## config.mk

```make
export PLATFORM = sky130hd
export DESIGN_NAME = mode_code_legality
export DESIGN_NICKNAME = d
export VERILOG_FILES = /design/src/rtl/mcl_pkg.sv /design/src/rtl/mcl_decode.sv /design/src/rtl/mcl_wait_timer.sv /design/src/rtl/mode_code_legality.sv
export SDC_FILE = /design/constraint.sdc
export NUM_CORES = 1
export LEC_CHECK = 0
export ABC_AREA = 1
export BUFFER_PORTS_ARGS = -buffer_cell sky130_fd_sc_hd__buf_4
export CORE_MARGIN = 8
export CORE_UTILIZATION = 39
export DETAILED_ROUTE_END_ITERATION = 8
export GPL_TIMING_DRIVEN = 0
export PLACE_DENSITY = 0.73
export SYNTH_ARGS = -nofsm -noshare
export SYNTH_HDL_FRONTEND = slang
export SYNTH_SLANG_ARGS = --single-unit
```

## constraint.sdc

```tcl
create_clock -name clk -period 1 [get_ports clk]
set_input_delay 0.05 -clock clk [delete_from_list [all_inputs] [get_ports clk]]
set_output_delay 0.05 -clock clk [all_outputs]
set_load 0.02 [all_outputs]
```

## src/rtl/mcl_pkg.sv

```systemverilog
package mcl_pkg;

    localparam int FIELD_W = 5;
    localparam int LUT_AW  = FIELD_W + 2;

    typedef enum logic [1:0] {
        ST_IDLE   = 2'd0,
        ST_LOOKUP = 2'd1,
        ST_REPORT = 2'd2
    } mcl_state_e;

endpackage

```

## src/rtl/mcl_decode.sv

```systemverilog
module mcl_decode
    import mcl_pkg::*;
(
    input  logic [FIELD_W-1:0] addr,
    input  logic               tr,
    input  logic [FIELD_W-1:0] sa,
    input  logic [FIELD_W-1:0] mc,
    output logic               is_mode,
    output logic               sa_hi,
    output logic               is_bcast,
    output logic               defined,
    output logic               bcast_ok
);

    int code;

    assign sa_hi    = &sa;
    assign is_mode  = (sa == '0) || sa_hi;
    assign is_bcast = &addr;

    always_comb begin
        code     = 32'(mc);
        defined  = 1'b0;
        bcast_ok = 1'b0;
        if (tr) begin
            // transmit-direction codes
            defined  = (code <= 8) || (code == 16) || (code == 18) || (code == 19);
            bcast_ok = (code == 1) || ((code >= 3) && (code <= 8));
        end else begin
            // receive-direction codes carry a data word
            defined  = (code == 17) || (code == 20) || (code == 21);
            bcast_ok = defined;
        end
    end

endmodule

```

## src/rtl/mcl_wait_timer.sv

```systemverilog
module mcl_wait_timer #(
    parameter int WAIT_CYC = 3
) (
    input  logic clk,
    input  logic rst_n,
    input  logic run,
    output logic done
);

    localparam int CW = (WAIT_CYC < 2) ? 1 : $clog2(WAIT_CYC + 1);
    localparam logic [CW-1:0] LAST = CW'(WAIT_CYC - 1);

    logic [CW-1:0] cnt;

    assign done = run && (cnt == LAST);

    always_ff @(posedge clk) begin
        if (!rst_n) begin
            cnt <= '0;
        end else if (!run || done) begin
            cnt <= '0;
        end else begin
            cnt <= cnt + 1'b1;
        end
    end

endmodule

```

## src/rtl/mode_code_legality.sv

```systemverilog
module mode_code_legality
    import mcl_pkg::*;
#(
    parameter int ACCESS_NS = 200,
    parameter int CLK_KHZ   = 12000
) (
    input  logic               clk,
    input  logic               rst_n,
    input  logic               cmd_valid,
    output logic               cmd_ready,
    input  logic [FIELD_W-1:0] cmd_addr,
    input  logic               cmd_tr,
    input  logic [FIELD_W-1:0] cmd_subaddr,
    input  logic [FIELD_W-1:0] cmd_wc_mc,
    input  logic               illeg_en,
    output logic [LUT_AW-1:0]  tbl_addr,
    output logic               tbl_rd_en,
    input  logic               tbl_data,
    output logic               rsp_valid,
    output logic               rsp_mode,
    output logic               rsp_illegal,
    output logic [FIELD_W-1:0] rsp_code,
    output logic               rsp_tr
);

    // cycles needed to cover the memory access time, rounded up
    localparam int WAIT_RAW = (ACCESS_NS * CLK_KHZ + 999999) / 1000000;
    localparam int WAIT_CYC = (WAIT_RAW < 1) ? 1 : WAIT_RAW;

    mcl_state_e state, state_n;

    logic is_mode, sa_hi, is_bcast, defined, bcast_ok;
    logic pre_illegal, need_lookup, wait_done, take;
    logic [LUT_AW-1:0] look_addr;

    mcl_decode u_decode (
        .addr     (cmd_addr),
        .tr       (cmd_tr),
        .sa       (cmd_subaddr),
        .mc       (cmd_wc_mc),
        .is_mode  (is_mode),
        .sa_hi    (sa_hi),
        .is_bcast (is_bcast),
        .defined  (defined),
        .bcast_ok (bcast_ok)
    );

    mcl_wait_timer #(.WAIT_CYC(WAIT_CYC)) u_timer (
        .clk   (clk),
        .rst_n (rst_n),
        .run   (state == ST_LOOKUP),
        .done  (wait_done)
    );

    assign take        = cmd_valid && (state == ST_IDLE);
    assign pre_illegal = is_mode && (!defined || (is_bcast && !bcast_ok));
    assign need_lookup = is_mode && !pre_illegal && illeg_en;

    // state register
    always_ff @(posedge clk) begin
        if (!rst_n) state <= ST_IDLE;
        else        state <= state_n;
    end

    // next-state selection
    always_comb begin
        state_n = state;
        unique case (state)
            ST_IDLE:   if (cmd_valid) state_n = need_lookup ? ST_LOOKUP : ST_REPORT;
            ST_LOOKUP: if (wait_done) state_n = ST_REPORT;
            ST_REPORT: state_n = ST_IDLE;
            default:   state_n = ST_IDLE;
        endcase
    end

    // result and lookup address registers
    always_ff @(posedge clk) begin
        if (!rst_n) begin
            rsp_mode    <= 1'b0;
            rsp_illegal <= 1'b0;
            rsp_code    <= '0;
            rsp_tr      <= 1'b0;
            look_addr   <= '0;
        end else if (take) begin
            rsp_mode    <= is_mode;
            rsp_illegal <= pre_illegal;
            rsp_code    <= cmd_wc_mc;
            rsp_tr      <= cmd_tr;
            look_addr   <= {cmd_tr, sa_hi, cmd_wc_mc};
        end else if ((state == ST_LOOKUP) && wait_done) begin
            rsp_illegal <= tbl_data;
        end
    end

    assign tbl_addr  = look_addr;
    assign tbl_rd_en = (state == ST_LOOKUP);
    assign rsp_valid = (state == ST_REPORT);
    assign cmd_ready = (state == ST_IDLE);

endmodule

```

# Yosys cells after proc, flatten, opt, wreduce, memory -nomap -nowiden
# Cells that the tools add are included.
# totals
regBits,19
in_bits,21
out_inout_bits,18
elab_cells,59
# op_classes
n_addsub,1
order_cmp,2
eq_ne,12
n_mux,8
bitwise,1
n_reduce_logical,28
# ops
cell,count
"5-bit equality test, second input constant",6
5-bit AND reduction,2
1-bit logical OR,9
1-bit logical AND,8
2-bit 2-to-1 mux,3
"5-bit by 2-bit equality test with 1-bit output, second input constant",1
"5-bit by 2-bit greater-or-equal comparator with 1-bit output, second input constant",1
"5-bit by 4-bit <= comparator with 1-bit output, second input constant",1
5-bit logical NOT,1
"2-bit equality test, second input constant",2
1-bit logical NOT,4
1-bit 2-to-1 mux,4
"2-bit inequality test, second input constant",2
2-bit case mux with 2 select lines,1
"2-bit by 1-bit adder with 2-bit output, second input constant",1
"2-bit by 1-bit equality test with 1-bit output, second input constant",1
2-bit logical NOT,1
2-bit AND reduction,1
2-bit nonzero test,1
2-bit OR reduction,1
1-bit NOT,1

# Longest topological paths before layout
# Gate-level depths: netlist of run 1.
# logic_depth
word_depth,14
depth_mapped,10
depth_no_buf,10

# Cells and area by module
# Synthesis of run 1 repeated with hierarchy kept, for this count alone.
# hier_totals
hier_cells,114
hier_area_um2,745.7
# modules_own_cells
mod,n_inst,cells_each,area_each_um2,seq_area_each_um2
mode_code_legality,1,74,531.8,220.2
mcl_decode,1,31,136.4,0.0
mcl_wait_timer,1,9,77.6,40.0

# Least setup slack after synthesis of run 1
# Ideal clock, no wire load.
# synth_timing
path_type,register -> register
startpoint,register state[1]
endpoint,register rsp_code[1]
setup_time_ns,0.070
arrival_time_ns,0.980
t_required_ns,0.930
path_slack_ns,-0.050
stages_incl_launch_ff,7
n_path_buf,1
synth_period_minus_slack_ns,1.050
path_cell_list,dfxtp_1 nor2_4 nand2_4 inv_4 buf_12 o21ai_2 a21oi_1
# synth_via
elab_chain_len,2
# synth_lines
item,line,rtl
"start, declared",mode_code_legality.sv:30,"mcl_state_e state, state_n;"
"start signal, assigned",mode_code_legality.sv:62,else state <= state_n;
2-bit logical NOT,--,
named net cmd_ready,mode_code_legality.sv:10,"output logic cmd_ready,"
1-bit logical AND,mode_code_legality.sv:55,assign take = cmd_valid && (state == ST_IDLE);
"end signal, assigned",mode_code_legality.sv:87,rsp_code <= cmd_wc_mc;
"end, declared",mode_code_legality.sv:22,"output logic [FIELD_W-1:0] rsp_code,"
# The timed path passes the listed nets, and every way through them passes these cells.
# A chain may end at the register's enable or synchronous reset.

# Final worst setup path of run 1
# layout_timing
startpoint,register state[1]
endpoint,register rsp_tr
# layout_via
elab_chain_len,2
# layout_lines
item,line,rtl
2-bit logical NOT,mode_code_legality.sv:55,
1-bit logical AND,mode_code_legality.sv:55,
"end signal, assigned",mode_code_legality.sv:88,rsp_tr <= cmd_tr;
"end, declared",mode_code_legality.sv:23,output logic rsp_tr
# Every way passes these cells.

==> impl_metrics.ini, run 1 <==
[outcome]
outcome = finished with violations
violations = setup timing

[routing]
vias = 796
first_pass_iters = 4
routed_via_density = 4.601
drc = 0
totalWireLength_mm = 2.032
post_drt_wl_per_cell_um = 11.75
drtIter0Drc = 7
final_antenna_net_count = 0

[grt]
grt_overflow = 0
antenna_found_initial = 0
grt_usage_pct = 11.22
grt_max_degree = 11
grt_pass1_wl_mm = 3.139
first_global_vias = 767

[finish]
area_growth_pct = 59.13
final_util_pct = 63.16
post_route_cells_drive_above_1_share_pct = 54.11
final_common_cell = buf_4
n_antenna_cell = 0
layout_common_cells = buf_4 (45), nand2_1 (19), nor2_1 (11)
nets = 169
final_cell_count_no_fill = 173

[synthesis]
synthDistinctLibCells = 25
syn_nets = 123
synthCells = 101
yosys_warnings = 0
ys_ff_latch = 13
netlist_area_um2 = 747.0
ys_seq_area_share_pct = 34.84
avgSynthCellArea_um2 = 7.396

[clock_tree]
cts-buffers-inserted = 3
htree_num_levels = 1
tritoncts = built
cts_buffer_depth = 2
clk_pin_slew_ns = 0.08
clk_latency_ns = 0.28
clockRootBuffer = clkbuf_4
clkSinkCount = 13

[timing]
fin_crit_ns = 1.034
maxSlewViolCount = 0
setup_tns_ns = -0.1408
clock.fmax_mhz = 966.7
finalSetupViolCount = 7
rsz0062_at_grt = true
worstMarginPinSlew_ns = 0.2547
hold_viol = 0
setup_ws_ns = -0.03445
skew_ns = 0.0008729
slew_headroom_pct = 82.89
min_period_over_period_pct = 103.4

[die]
ios = 39
fp.dieH_um = 59.77
fp.dieArea_um2 = 3572
die_x_um = 59.77
core_area_um2 = 1882
start_util_pct = 39.69
rows = 16

[placement]
dp_cells = 165
port_buffers = 37
gp_congestion = 0.8084
hpwl_mm = 1.610

[critical_path]
start_kind = flip-flop
cpPeakStageDelay_ns = 0.37
cp.arrival_ns = 1.25
critPathRequiredTime_ns = 1.21
crit_path_cell_trace = nor2_4 > nand2_4 > inv_6 > buf_12 > o21ai_2 > a21oi_1
crit_path_end_kind = flip-flop
cpMaxStageDelayCell = dfxtp_4
critical_path_class = flip-flop to flip-flop
crit_path_max_fanout = 6

[pwr]
p_leak_uw = 0.0005942
irDropWorstVdd_v = 0.0008555
switching_power_uw = 415.8
power_density_nw_per_um2 = 1132
pwr-share-seq_pct = 42.8
p_int_uw = 929.6
power.share.switching_pct = 30.90
p_clk_share_pct = 24.5
p_comb_share_pct = 32.8

[job]
maxCapViolCount = 0

[worst_hold_path]
hold_path.class = input port to flip-flop
stage by stage:
stage | setup slack [ns] | power (µW) | hold WS, ns | cell area [µm²]
floorplan | -0.04255 | 816.4 | 0.1879 | 748.2
global placement | -0.01734 | 980.2 | 0.2950 | 1060
detailed placement | -0.03256 | 990.0 | 0.3058 | 1060
CTS | -0.03637 | 1321 | 0.01065 | 1097
global route | -0.09400 | 1418 | 0.009682 | 1189
finish | -0.03445 | 1345 | 0.01165 | 1189
synthesized netlist by cell type:
| cell | instances | area (µm²) |
|---|---|---|
| dfxtp_1 | 13 | 260.3 |
| a21boi_1 | 1 | 7.510 |
| nand2_2 | 1 | 6.260 |
| buf_8 | 1 | 15.01 |
| nor2_4 | 1 | 11.26 |
| nor2_1 | 11 | 41.29 |
| o21ai_0 | 3 | 15.01 |
| nor2_2 | 1 | 6.260 |
| nand3b_1 | 1 | 7.510 |
| inv_1 | 13 | 48.80 |
| nor4_1 | 1 | 6.260 |
| nor3_1 | 2 | 10.01 |
| a21oi_2 | 5 | 43.79 |
| nand2_1 | 19 | 71.32 |
| o21ai_2 | 3 | 26.28 |
| o21ai_1 | 3 | 15.01 |
| nand3_1 | 4 | 20.02 |
| ha_1 | 1 | 12.51 |
| buf_12 | 1 | 20.02 |
| buf_4 | 6 | 45.04 |
| inv_2 | 2 | 7.510 |
| a21oi_1 | 5 | 25.02 |
| o31ai_1 | 1 | 7.510 |
| nand2_4 | 1 | 11.26 |
| inv_4 | 1 | 6.260 |
state kept, by name (all words and copies together) (netlist names):
| signal | cells |
|---|---|
| rsp_illegal | 1 |
| state | 2 |
| rsp_tr | 1 |
| tbl_addr | 2 |
| rsp_code | 4 |
| u_timer.cnt | 2 |
| rsp_mode | 1 |
layer usage:
metal  GRT usage (%)  part of all wire, %
met4           4.082                  1.7
met2           21.08                   53
met1           11.04                   39
met5               0                    0
met3           3.656                  6.0
timing repair:
| item | in CTS | in global routing |
|---|---|---|
| hold buffers | 0 | 0 |
| pin swaps | 1 | 7 |
| setup buffers | 0 | 3 |
| cloned | 0 | 1 |
| gates resized for setup | 9 | 8 |
| setup endpoints to repair | 7 | 12 |
power by group through the flow:
stage	clock network, µW	registers [µW]	logic (µW)
6_report	329	575	441
5_1_grt	360	581	477
4_1_cts	340	576	405
3_5_place_dp	0	587	403
3_3_place_gp	0	586	395
2_1_floorplan	0	617	199
worst paths after layout:
path / depth (start not counted) / from / slack, ns / end
worst max-delay path: 6 / state[1] / -0.03 / rsp_tr
worst max register to register: 6 / state[1] / -0.03 / rsp_tr
worst min-delay path: 3 / rst_n / 0.01 / rsp_code[1]
worst min register to register: 1 / u_timer.cnt[0] / 0.41 / u_timer.cnt[0]
worst max-delay path, delay by kind of cell, from the launching register on:
family	cells	cell delay, ns
flops	1	0.37
simple gates	2	0.23
buf+inv	2	0.21
compound gates	2	0.15
cell type report:
cell class                 instances  area (µm²)
inverter                          16       65.06
sequential                        13       266.5
multi-input combinational         64       387.9
buffer                             8       80.08
tap                               27       33.78
timing repair buffer              41       329.1
fill                             192       693.2
clock buffer                       4       26.28
cells by family (layout without fill, tap and decap cells):
group | after synthesis | after routing | share of synthesized area (%)
buf+inv | 24 | 69 | 19.10
compound gates | 21 | 21 | 18.76
fa+ha+maj | 1 | 1 | 1.675
simple gates | 42 | 42 | 25.63
flops | 13 | 13 | 34.84
Note: power is estimated with default switching activity, not from simulation.
==> run 2: changes to the inputs <==
Settings changed: BUFFER_PORTS_ARGS -buffer_cell sky130_fd_sc_hd__buf_4 to -buffer_cell sky130_fd_sc_hd__buf_2.
==> run 2 against run 1 <==
Net effect:
- the run still ends with setup timing left
- utilization shrank 4.3 points
- register-to-register slack is essentially flat
- global-route usage grew 0.41 points
- sequential share of layout area grew 2.1 points
- non-clock buffer count is the same
- hold slack gained 0.0077 ns
- cell count is the same
- critical path depth shrank 1
- critical endpoint is now rsp_illegal
- sequential cell count is the same
- die area is the same
- design area shrank 6.8%
==> impl_metrics.ini, run 2 (synthesized netlist as in run 1, its figures left out) <==
[finish]
final_cell_count_no_fill = 173
final_util_pct = 58.84
area_growth_pct = 48.24
n_antenna_cell = 0
nets = 169
post_route_cells_drive_above_1_share_pct = 55.48
final_common_cell = buf_2
design_area_um2 = 1107
top_register = rsp_code
layout_common_cells = buf_2 (35), nand2_1 (19), nor2_1 (11)
largest_reg_flops = 4

[routing]
first_pass_iters = 4
post_drt_wl_per_cell_um = 11.96
routed_via_density = 4.613
vias = 798
drc = 0
totalWireLength_mm = 2.069
drtIter0Drc = 22
final_antenna_net_count = 0

[grt]
grt_pass1_wl_mm = 3.249
grt_usage_pct = 11.64
grt_overflow = 0
antenna_found_initial = 0
grt_max_degree = 11
first_global_vias = 799

[die]
fp.dieArea_um2 = 3572
die_x_um = 59.77
core_area_um2 = 1882
fp.dieH_um = 59.77
ios = 39
start_util_pct = 39.69
rows = 16

[critical_path]
critPathRequiredTime_ns = 1.20
crit_path_max_fanout = 6
cp.arrival_ns = 1.25
critical_path_class = flip-flop to flip-flop
crit_path_end_kind = flip-flop
start_kind = flip-flop

[timing]
whs_ns = 0.01940
fin_crit_ns = 1.045
slew_headroom_pct = 82.98
worstMarginPinSlew_ns = 0.2548
finalSetupViolCount = 8
rsz0062_at_grt = true
maxSlewViolCount = 0
setup_ws_ns = -0.04463
clock.fmax_mhz = 957.3
skew_ns = 0.003075
hold_viol = 0
min_period_over_period_pct = 104.5

[clock_tree]
cts-buffers-inserted = 3
clkSinkCount = 13
clk_latency_ns = 0.27
htree_num_levels = 1
cts_buffer_depth = 2
clk_pin_slew_ns = 0.08
clockRootBuffer = clkbuf_4
tritoncts = built

[outcome]
violations = setup timing
outcome = finished with violations

[worst_hold_path]
hold_path.class = input port to flip-flop

[placement]
port_buffers = 37
dpl_cell_area_um2 = 967.2
gp_congestion = 0.8101
hpwl_mm = 1.532
dp_cells = 165

[pwr]
p_leak_uw = 0.0005702
power_density_nw_per_um2 = 1164
irDropWorstVdd_v = 0.0008227

[job]
maxCapViolCount = 0
run 2: layer usage:
metal / track usage [%] / wire length (µm) / up-vias
li1: - / - / 404
met1: 10.60 / 762 / 355
met2: 23.23 / 1129 / 35
met3: 3.656 / 158 / 4
met4: 3.741 / 19 / 0
met5: 0 / 0 / -
run 2: cell type report:
class / count / area (µm²)
plain buffers: 8 / 80.08
clock buffers: 4 / 26.28
fillers: 201 / 774.5
inverters: 16 / 65.06
multi-input cells: 64 / 389.1
flip-flops and latches: 13 / 271.5
well taps: 27 / 33.78
repair buffers: 41 / 241.5
run 2: power by group:
part           leakage [µW]  internal (µW)  switching [µW]
combinational      0.000446            180             215
clock             0.0000150            154             168
sequential         0.000110            546            24.3
total              0.000570            881             407
run 2: worst paths after layout:
path,start,end,slack [ns],cells past startpoint
hold / removal,rst_n,rsp_code[1],0.02,3
hold reg to reg,u_timer.cnt[0],u_timer.cnt[0],0.41,1
setup / recovery,state[0],rsp_illegal,-0.04,5
setup reg to reg,state[0],rsp_illegal,-0.04,5
run 2: repair_timing:
| action | CTS | global route |
|---|---|---|
| buffers inserted | 2 | 1 |
| pin swaps | 7 | 10 |
| setup endpoints to repair | 8 | 16 |
| gates resized for setup | 15 | 7 |
| cloned | 0 | 1 |
| hold buffers | 0 | 0 |
run 2: stage by stage:
stage | setup slack (ns) | total power, µW | TNS [ns]
global route | -0.1211 | 1361 | -1.059
CTS | -0.04204 | 1271 | -0.1878
global placement | -0.01120 | 926.5 | -0.02721
floorplan | -0.04255 | 816.4 | -0.1320
detailed placement | -0.05257 | 935.1 | -0.1499
finish | -0.04463 | 1288 | -0.1558
run 2: critical path: stages (launching register included):
cell and delay (ns):
dfxtp_4 0.37, nor2_4 0.14, nand2_4 0.10, a21oi_4 0.14, nand3_2 0.10, a21oi_2 0.13
